[config.mk]
export PLATFORM = sky130hd
export DESIGN_NAME = sysctl_regs
export DESIGN_NICKNAME = d
export VERILOG_FILES = /design/src/rtl/sysctl_pkg.sv /design/src/rtl/sysctl_lock.sv /design/src/rtl/sysctl_flags.sv /design/src/rtl/sysctl_tick.sv /design/src/rtl/sysctl_regs.sv
export SDC_FILE = /design/constraint.sdc
export NUM_CORES = 1
export LEC_CHECK = 0
export ABC_CLOCK_PERIOD_IN_PS = 8660
export CAP_MARGIN = 25
export CORE_MARGIN = 3
export CORE_UTILIZATION = 45
export CTS_BUF_LIST = sky130_fd_sc_hd__clkbuf_4 sky130_fd_sc_hd__clkbuf_8
export DETAILED_ROUTE_END_ITERATION = 8
export GPL_ROUTABILITY_DRIVEN = 0
export GPL_TIMING_DRIVEN = 0
export PLACE_DENSITY = 0.65
export SYNTH_ARGS = -nofsm -noshare
export SYNTH_HDL_FRONTEND = slang
export SYNTH_SLANG_ARGS = --single-unit
[constraint.sdc]
create_clock -name clk -period 8.66 [get_ports clk]
set_input_delay 0.866 -clock clk [delete_from_list [all_inputs] [get_ports clk]]
set_output_delay 0.866 -clock clk [all_outputs]
set_load 0.01 [all_outputs]
[src/rtl/sysctl_pkg.sv]
// Package: shared offsets and constants for the system control register file.
// Assumes byte offsets are word aligned; only bits [11:2] are decoded.
package sysctl_pkg;
    localparam int unsigned        DATA_W   = 32;
    localparam int unsigned        ADDR_W   = 12;
    localparam int unsigned        LOCK_W   = 16;
    localparam logic [31:0]        LOCK_KEY = 32'h0000_A05F;
    localparam logic [31:0]        LOCK_MSK = 32'h0000_7FFF;
    localparam int unsigned        REQ_BIT  = 8;

    localparam logic [ADDR_W-1:0] OFF_IDENT   = 12'h000;
    localparam logic [ADDR_W-1:0] OFF_LED     = 12'h008;
    localparam logic [ADDR_W-1:0] OFF_LOCK    = 12'h020;
    localparam logic [ADDR_W-1:0] OFF_CFG_A   = 12'h028;
    localparam logic [ADDR_W-1:0] OFF_CFG_B   = 12'h02C;
    localparam logic [ADDR_W-1:0] OFF_FLG_SET = 12'h030;
    localparam logic [ADDR_W-1:0] OFF_FLG_CLR = 12'h034;
    localparam logic [ADDR_W-1:0] OFF_NVF_SET = 12'h038;
    localparam logic [ADDR_W-1:0] OFF_NVF_CLR = 12'h03C;
    localparam logic [ADDR_W-1:0] OFF_RSTLVL  = 12'h040;
    localparam logic [ADDR_W-1:0] OFF_BUSCFG  = 12'h044;
    localparam logic [ADDR_W-1:0] OFF_TICKS   = 12'h05C;
    localparam logic [ADDR_W-1:0] OFF_PROC_A  = 12'h084;
    localparam logic [ADDR_W-1:0] OFF_PROC_B  = 12'h088;

    localparam logic [DATA_W-1:0] BUSCFG_VAL = 32'h0000_0001;
    localparam logic [DATA_W-1:0] PROC_B_VAL = 32'hFF00_0000;
endpackage

[src/rtl/sysctl_lock.sv]
// Module: key register that opens the reset-level register.
// Assumes wr_en is a single-cycle write strobe already decoded for the lock offset.
// The exact key is stored whole; any other data is stored with its top bit cleared,
// so a non-key write can never leave the register holding the key.
module sysctl_lock
    import sysctl_pkg::*;
#(
    parameter int unsigned W = LOCK_W
) (
    input  logic              clk,
    input  logic              rst_n,
    input  logic              wr_en,
    input  logic [DATA_W-1:0] wdata,
    output logic [W-1:0]      lock_q,
    output logic              unlocked
);
    localparam logic [W-1:0] KEY_W = LOCK_KEY[W-1:0];
    localparam logic [W-1:0] MSK_W = LOCK_MSK[W-1:0];

    // Purpose: store key exactly, anything else masked.
    always_ff @(posedge clk) begin
        if (!rst_n)
            lock_q <= '0;
        else if (wr_en)
            lock_q <= (wdata == LOCK_KEY) ? KEY_W : (wdata[W-1:0] & MSK_W);
    end

    // Purpose: open indication compared on the stored value.
    always_comb unlocked = (lock_q == KEY_W);

    // a non-key write leaves the top bit clear
    p_mask_msb_r3: assert property (@(posedge clk) disable iff (!rst_n)
        (wr_en && wdata != LOCK_KEY) |=> !lock_q[W-1]);
    // the exact key opens the lock
    p_key_opens_r3: assert property (@(posedge clk) disable iff (!rst_n)
        (wr_en && wdata == LOCK_KEY) |=> unlocked);
endmodule

[src/rtl/sysctl_flags.sv]
// Module: one flag word with separate set and clear strobes.
// Assumes set_en and clr_en come from different offsets and are never high together.
// RESETTABLE = 0 builds a word that keeps its value across rst_n.
module sysctl_flags
    import sysctl_pkg::*;
#(
    parameter int unsigned W          = DATA_W,
    parameter bit          RESETTABLE = 1'b1
) (
    input  logic         clk,
    input  logic         rst_n,
    input  logic         set_en,
    input  logic         clr_en,
    input  logic [W-1:0] wdata,
    output logic [W-1:0] q
);
    logic [W-1:0] q_next;

    // Purpose: next value from the set and clear strobes.
    always_comb begin
        q_next = q;
        if (set_en)
            q_next = q | wdata;
        else if (clr_en)
            q_next = q & ~wdata;
    end

    generate
        if (RESETTABLE) begin : g_rst
            // Purpose: volatile word, cleared by reset.
            always_ff @(posedge clk) begin
                if (!rst_n) q <= '0;
                else        q <= q_next;
            end
        end else begin : g_keep
            // Purpose: retained word, ignores reset.
            always_ff @(posedge clk) begin
                q <= q_next;
            end
        end
    endgenerate

    // set writes raise every selected bit
    p_set_bits_r6: assert property (@(posedge clk) disable iff (!rst_n)
        set_en |=> ((q & $past(wdata)) == $past(wdata)));
    // clear writes drop every selected bit
    p_clr_bits_r6: assert property (@(posedge clk) disable iff (!rst_n)
        (clr_en && !set_en) |=> ((q & $past(wdata)) == '0));
    // unselected bits are kept
    p_keep_bits_r7: assert property (@(posedge clk) disable iff (!rst_n)
        (set_en || clr_en) |=> ((q & ~$past(wdata)) == ($past(q) & ~$past(wdata))));
endmodule

[src/rtl/sysctl_tick.sv]
// Module: free-running tick counter advanced by a clock-enable strobe.
// Assumes tick_en is synchronous to clk and wraps silently at full scale.
module sysctl_tick
    import sysctl_pkg::*;
#(
    parameter int unsigned W = DATA_W
) (
    input  logic         clk,
    input  logic         rst_n,
    input  logic         tick_en,
    output logic [W-1:0] count
);
    // Purpose: count one per enabled cycle.
    always_ff @(posedge clk) begin
        if (!rst_n)
            count <= '0;
        else if (tick_en)
            count <= count + 1'b1;
    end

    // one step per strobe
    p_step_r9: assert property (@(posedge clk) disable iff (!rst_n)
        tick_en |=> (count == $past(count) + 1'b1));
    // holds without strobe
    p_hold_r9: assert property (@(posedge clk) disable iff (!rst_n)
        !tick_en |=> $stable(count));
endmodule

[src/rtl/sysctl_regs.sv]
// Module: top of the system control register file.
// Decodes single-cycle bus accesses, holds the plain registers and the reset-level
// register, and muxes read data. Assumes word-aligned offsets; reads are combinational.
module sysctl_regs
    import sysctl_pkg::*;
#(
    parameter logic [31:0] ID_WORD = 32'h4157_0A11,
    parameter logic [31:0] PROC_ID = 32'h0C00_0000
) (
    input  logic              clk,
    input  logic              rst_n,
    input  logic              tick_en,
    input  logic              bus_en,
    input  logic              bus_we,
    input  logic [ADDR_W-1:0] bus_addr,
    input  logic [DATA_W-1:0] bus_wdata,
    output logic [DATA_W-1:0] bus_rdata,
    output logic [DATA_W-1:0] leds,
    output logic              reset_req
);
    logic [ADDR_W-1:0] word_off;
    logic              wr;
    logic              we_led, we_lock, we_cfg_a, we_cfg_b;
    logic              we_fset, we_fclr, we_nset, we_nclr, we_rst;
    logic [DATA_W-1:0] led_q, cfg_a_q, cfg_b_q, rst_level;
    logic [DATA_W-1:0] flags_q, nvflags_q, ticks_q;
    logic [LOCK_W-1:0] lock_q;
    logic              unlocked;
    logic [DATA_W-1:0] rd_mux;

    // Purpose: aligned offset and write strobe decode.
    always_comb begin
        word_off = {bus_addr[ADDR_W-1:2], 2'b00};
        wr       = bus_en && bus_we;
        we_led   = wr && (word_off == OFF_LED);
        we_lock  = wr && (word_off == OFF_LOCK);
        we_cfg_a = wr && (word_off == OFF_CFG_A);
        we_cfg_b = wr && (word_off == OFF_CFG_B);
        we_fset  = wr && (word_off == OFF_FLG_SET);
        we_fclr  = wr && (word_off == OFF_FLG_CLR);
        we_nset  = wr && (word_off == OFF_NVF_SET);
        we_nclr  = wr && (word_off == OFF_NVF_CLR);
        we_rst   = wr && (word_off == OFF_RSTLVL);
    end

    // Purpose: plain read/write registers.
    always_ff @(posedge clk) begin
        if (!rst_n) begin
            led_q   <= '0;
            cfg_a_q <= '0;
            cfg_b_q <= '0;
        end else begin
            if (we_led)   led_q   <= bus_wdata;
            if (we_cfg_a) cfg_a_q <= bus_wdata;
            if (we_cfg_b) cfg_b_q <= bus_wdata;
        end
    end

    // Purpose: lock-gated reset level and one-cycle reset request.
    always_ff @(posedge clk) begin
        if (!rst_n) begin
            rst_level <= '0;
            reset_req <= 1'b0;
        end else begin
            reset_req <= we_rst && unlocked && bus_wdata[REQ_BIT];
            if (we_rst && unlocked)
                rst_level <= bus_wdata;
        end
    end

    sysctl_lock #(.W(LOCK_W)) u_lock (
        .clk(clk), .rst_n(rst_n), .wr_en(we_lock), .wdata(bus_wdata),
        .lock_q(lock_q), .unlocked(unlocked)
    );

    sysctl_flags #(.W(DATA_W), .RESETTABLE(1'b1)) u_flags (
        .clk(clk), .rst_n(rst_n), .set_en(we_fset), .clr_en(we_fclr),
        .wdata(bus_wdata), .q(flags_q)
    );

    sysctl_flags #(.W(DATA_W), .RESETTABLE(1'b0)) u_nvflags (
        .clk(clk), .rst_n(rst_n), .set_en(we_nset), .clr_en(we_nclr),
        .wdata(bus_wdata), .q(nvflags_q)
    );

    sysctl_tick #(.W(DATA_W)) u_tick (
        .clk(clk), .rst_n(rst_n), .tick_en(tick_en), .count(ticks_q)
    );

    // Purpose: read data multiplexer; unlisted offsets read zero.
    always_comb begin
        unique case (word_off)
            OFF_IDENT:   rd_mux = ID_WORD;
            OFF_LED:     rd_mux = led_q;
            OFF_LOCK:    rd_mux = {{(DATA_W-LOCK_W){1'b0}}, lock_q};
            OFF_CFG_A:   rd_mux = cfg_a_q;
            OFF_CFG_B:   rd_mux = cfg_b_q;
            OFF_FLG_SET: rd_mux = flags_q;
            OFF_NVF_SET: rd_mux = nvflags_q;
            OFF_RSTLVL:  rd_mux = rst_level;
            OFF_BUSCFG:  rd_mux = BUSCFG_VAL;
            OFF_TICKS:   rd_mux = ticks_q;
            OFF_PROC_A:  rd_mux = PROC_ID;
            OFF_PROC_B:  rd_mux = PROC_B_VAL;
            default:     rd_mux = '0;
        endcase
    end

    // Purpose: drive outputs.
    always_comb begin
        bus_rdata = (bus_en && !bus_we) ? rd_mux : '0;
        leds      = led_q;
    end

    // a write while locked leaves the level untouched
    p_locked_ignore_r4: assert property (@(posedge clk) disable iff (!rst_n)
        (we_rst && !unlocked) |=> $stable(rst_level));
    // a request only follows an accepted write with the request bit
    p_req_cause_r5: assert property (@(posedge clk) disable iff (!rst_n)
        reset_req |-> $past(we_rst && unlocked && bus_wdata[REQ_BIT]));
    // an accepted request write raises the request
    p_req_raise_r5: assert property (@(posedge clk) disable iff (!rst_n)
        (we_rst && unlocked && bus_wdata[REQ_BIT]) |=> reset_req);
    // LED pins follow register writes
    p_led_write_r8: assert property (@(posedge clk) disable iff (!rst_n)
        we_led |=> (leds == $past(bus_wdata)));
endmodule

-- Word-level counts from Yosys, hierarchy flattened
Cells that the tools add are included.
- output and inout port bits: 65
- bits in registers: 241
- logic and storage cells: 54
- input port bits: 49
- bitwise logic cells: 5
- add/sub/neg operators: 1
- equal/unequal tests: 15
- mux-type cells: 7
- reductions and logical operators: 17
- operators with widths (cell ; count):
    32-bit case mux with 12 select lines ; 1
    32-bit 2-to-1 mux ; 5
    10-bit by 4-bit equality test with 1-bit output, second input constant ; 7
    32-bit AND ; 2
    32-bit OR ; 2
    32-bit by 1-bit adder with 32-bit output, second input constant ; 1
    32-bit by 16-bit equality test with 1-bit output, second input constant ; 1
    32-bit inverter ; 1
    10-bit by 5-bit equality test with 1-bit output, second input constant ; 3
    10-bit by 6-bit equality test with 1-bit output, second input constant ; 2
    16-bit equality test, second input constant ; 1
    16-bit 2-to-1 mux ; 1
    1-bit logical AND ; 13
    12-bit zero test ; 1
    10-bit by 2-bit equality test with 1-bit output, second input constant ; 1
    2-bit nonzero test ; 2
    1-bit zero test ; 1

-- Longest topological paths before layout
- depth in word-level cells: 4
- gate-level depth with buffers: 9
- depth with buffers taken out: 6

-- Cells and area by module
A second synthesis with hierarchy kept.
- cells, all modules: 1353
- area total of the unflattened synthesis: 11944.0 sq um
- by module, submodules not included (module ; times used ; seq. area each (sq um) ; area an instance (sq um) ; cells each):
    sysctl_regs ; 1 ; 2582.5 ; 7031.7 ; 898
    sysctl_tick ; 1 ; 640.6 ; 1562.7 ; 176
    sysctl_flags (u_flags) ; 1 ; 640.6 ; 1346.3 ; 141
    sysctl_flags (u_nvflags) ; 1 ; 960.9 ; 1268.7 ; 70
    sysctl_lock ; 1 ; 320.3 ; 734.5 ; 68

-- Worst setup path after synthesis
No wires, ideal clock.
- path type: input to register
- from: in bus_addr[7]
- to: reg with a tool-made name
- path slack: 4.477 ns
- data required time: 8.120 ns
- path buffers: 1
- setup time: 0.540 ns
- arrival: 3.643 ns
- stages: 4
- path through: clkbuf_1 nor4_1 nand2_1 nor4_1
- RTL lines (what ; line ; source):
    start, declared ; sysctl_regs.sv:15 ; input logic [ADDR_W-1:0] bus_addr,

-- Final worst setup path
- from: in bus_addr[7]
- to: out bus_rdata[12]
- cells in the longest elaborated chain, start to end: 3
- elaborated cells between the ends (all ways): 14
- those cells by class: 11 x eq/ne; 2 x mux; 1 x reduce/logical
- ends and longest elaborated chain (what ; line ; source):
    10-bit by 6-bit equality test with 1-bit output, or another cell as far along ; sysctl_regs.sv:92 ; unique case (word_off)
    32-bit case mux with 12 select lines * ; sysctl_regs.sv:92 ;
    32-bit 2-to-1 mux * ; sysctl_regs.sv:111 ; bus_rdata = (bus_en && !bus_we) ? rd_mux : '0;
    end, declared ; sysctl_regs.sv:17 ; output logic [DATA_W-1:0] bus_rdata,
Every way passes the cells marked *; elsewhere a longest branch is shown, timed or not.

==> run_results.csv <==
group,metric,value,unit
worst_setup_path,rrSetupSlack,6260,ps
floorplanning,floorplan.initialDensity,0.462,
floorplanning,rows,58,
synth,yosysWarnings,0,
worst_setup_path,reg2reg_to,"rst_level[13]",
floorplanning,die-height,167,um
pwr,p_leak,4.91,nW
clock_tree,cts_tree,"built",
worst_setup_path,rr_worst_depth,6,
grt,overflow,0,
outcome,failed_checks,"design-rule violations",
clock_tree,clk_latency,570,ps
routing,vias,11400,
synth,synth-main-ff-cell,"dfxtp_1",
timing,fmax,165,MHz
worst_setup_path,critPathKind,"input port to primary output",
timing,fin_skew,14.2,ps
routing,drt_iter0_drc,1546,
clock_tree,numCtsBuffers,42,
synth,synth_common_cells,"359 x nand2_1, 209 x dfxtp_1, 111 x a21boi_0, 95 x clkbuf_1, 74 x mux2i_1",
clock_tree,cts_root_buf,"clkbuf_8",
routing,route.detailed.drc,2,
finish,diodes,0,
worst_setup_path,r2r-start,"u_lock.lock_q[5]",
routing,wire_per_inst,24.2,um
clock_tree,clk_pin_slew,60,ps
worst_setup_path,crit_fanout,10,
pwr,powerDensity,168,nW/um^2
grt,antenna_found_initial,2,
placed_design,place_ws,2860,ps
min_path,hp-class,"register to register",
clock_tree,htreeDepth,2,
worst_setup_path,crit_end,"bus_rdata[12]",
synth,synth_area,11700,um^2
synth,synth-edff-count,32,
timing,setup_tns,0,ps
timing,worst_slack,2580,ps
clock_tree,postCtsSetupRepairBufs,0,
pwr,vdd.ir_drop.worst,0.111,mV
worst_setup_path,start_kind,"input port",
finish,n_fill_cell,2338,
clock_tree,clk_path_buf_depth,3,
timing,rsz0062_at_grt,"no",
clock_tree,cts.sinks,241,
floorplanning,dieArea,28100,um^2
synth,avgSynthCellArea,8.57,um^2
timing,hold_violations,0,
timing,slew_violations,0,
synth,synth.most_common_cell,"nand2_1",
clock_tree,cts_resized,0,
worst_setup_path,crit_path_start,"bus_addr[7]",
outcome,status,"finished with violations",
grt,grt_pass1_wl,67.2,mm
timing,period_minus_slack,6080,ps
routing,vias_per_cell,6.03,
synth,synth_top_area_frac,0.357,
placed_design,io_buffers,101,
finish,areaGrowthSynthToFinish,20.2,%
floorplanning,die_w,167,um
timing,finalSetupViolations,0,
flow_run,cap_violations,0,
worst_setup_path,required,7790,ps
grt,grt_util_all_layers,0.313,
finish,fin_area,14100,um^2
routing,totalWireLength,45.5,mm
timing,max_slew.worst_pin.slew,1080,ps
synth,synth.area.top_cells,"dfxtp_1 36%, nand2_1 11%, edfxtp_1 8.2%, a21boi_0 7.1%, mux2i_1 6.3%",
routing,firstDrtPassIters,9,
placed_design,placed_cell_area,13200,um^2
timing,min_period_over_period,0.702,
synth,ys_seq_elements,241,
placed_design,place_hpwl,32.5,mm
synth,syn-num-nets,1419,
timing,maxSlewHeadroom,0.276,
finish,nets,1572,
floorplanning,core-area,25400,um^2
synth,syn_inst,1369,
worst_setup_path,critPathCaptureType,"primary output",
floorplanning,io_pins,114,
clock_tree,hold_buffers,0,
synth,yosysTopAreaCell,"dfxtp_1",
finish,drive_gt1_frac,0.0818,
synth,async_flop_share,0,
routing,final_antenna_net_count,0,
worst_setup_path,cp.arrival,5210,ps
grt,grt_max_degree,12,
pwr,finalPower,2.38,mW
min_path,holdCritStartpoint,"rst_level[9]",
synth,ys_types,59,
synth,ys_seq_area_frac,0.438,
grt,grt_pass1_vias,10800,
## cells by family after synthesis
family | synth area share
AO/OA/AOI/OAI | 0.169
XOR/XNOR | 0.0224
adder cells (fa/ha/maj) | 0.00107
buffers and inverters | 0.0432
flip-flops | 0.438
multiplexers | 0.0794
AND/OR/NAND/NOR | 0.246
## worst max-delay path, cell delays in order
cell	delay, ps
clkdlybuf4s50_1	450
clkbuf_1	250
nor4_1	860
and4_1	330
buf_2	300
buf_1	790
a22oi_1	360
a21oi_1	400
clkdlybuf4s50_1	600
## metal layers
metal,track usage,part of all wire
met5,0,0.00062
met1,0.414,0.40
met2,0.463,0.43
met3,0.119,0.13
met4,0.120,0.039
## worst min path at each step
stage / cells after the start / endpoint
after detailed placement: 2 / rst_level[24]
after global routing: 2 / rst_level[9]
after global placement: 2 / rst_level[30]
final: 2 / rst_level[9]
after floorplan: 2 / rst_level[27]
after CTS: 2 / rst_level[9]
## power breakdown
part / total [mW] / internal, mW / switching, mW / leakage, nW
combinational: 0.143 / 0.0454 / 0.0971 / 2.54
sequential: 1.13 / 1.13 / 0.00152 / 1.90
clock: 1.10 / 0.610 / 0.492 / 0.470
## per-stage QoR
stage | utilization | hold WS (ps) | std cells
after floorplan | - | 426 | 1369
after global placement | 0.518 | 436 | 1800
after detailed placement | 0.520 | 445 | 1804
after CTS | 0.554 | 452 | 1879
after global routing | 0.555 | 467 | 1883
final | 0.555 | 452 | 1883
## cells in the final DEF, fill, tap and decap left out, drive strengths merged, types with 5 or more instances in the layout
master,Yosys,final
nand2,360,360
nor2b,11,11
inv,5,7
buf,24,31
mux2,15,15
edfxtp,32,32
a32oi,7,7
o21ai,14,14
a31oi,44,44
a41oi,10,10
or3,5,5
a21boi,132,132
and2,32,32
and4,19,19
a21oi,17,17
nor4,13,13
nand3,30,30
a22oi,24,24
xor2,11,11
dfxtp,209,209
and3,38,38
nor2,28,28
a22o,12,12
nand4,24,24
clkdlybuf4s50,0,101
nor3,26,26
mux2i,74,74
xnor2,19,19
a221oi,6,6
clkbuf,95,167
## layout make-up
type,instances,area [um^2],share of cell area
multi-input cells,1004,6090,0.432
clock inverters,4,27.5,0.00195
repair buffers,109,1080,0.0769
flip-flops and latches,241,5140,0.365
clock buffers,71,840,0.0595
inverters,5,18.8,0.00133
well taps,330,413,0.0293
plain buffers,119,488,0.0346
Power figures use the tool's default switching activity.
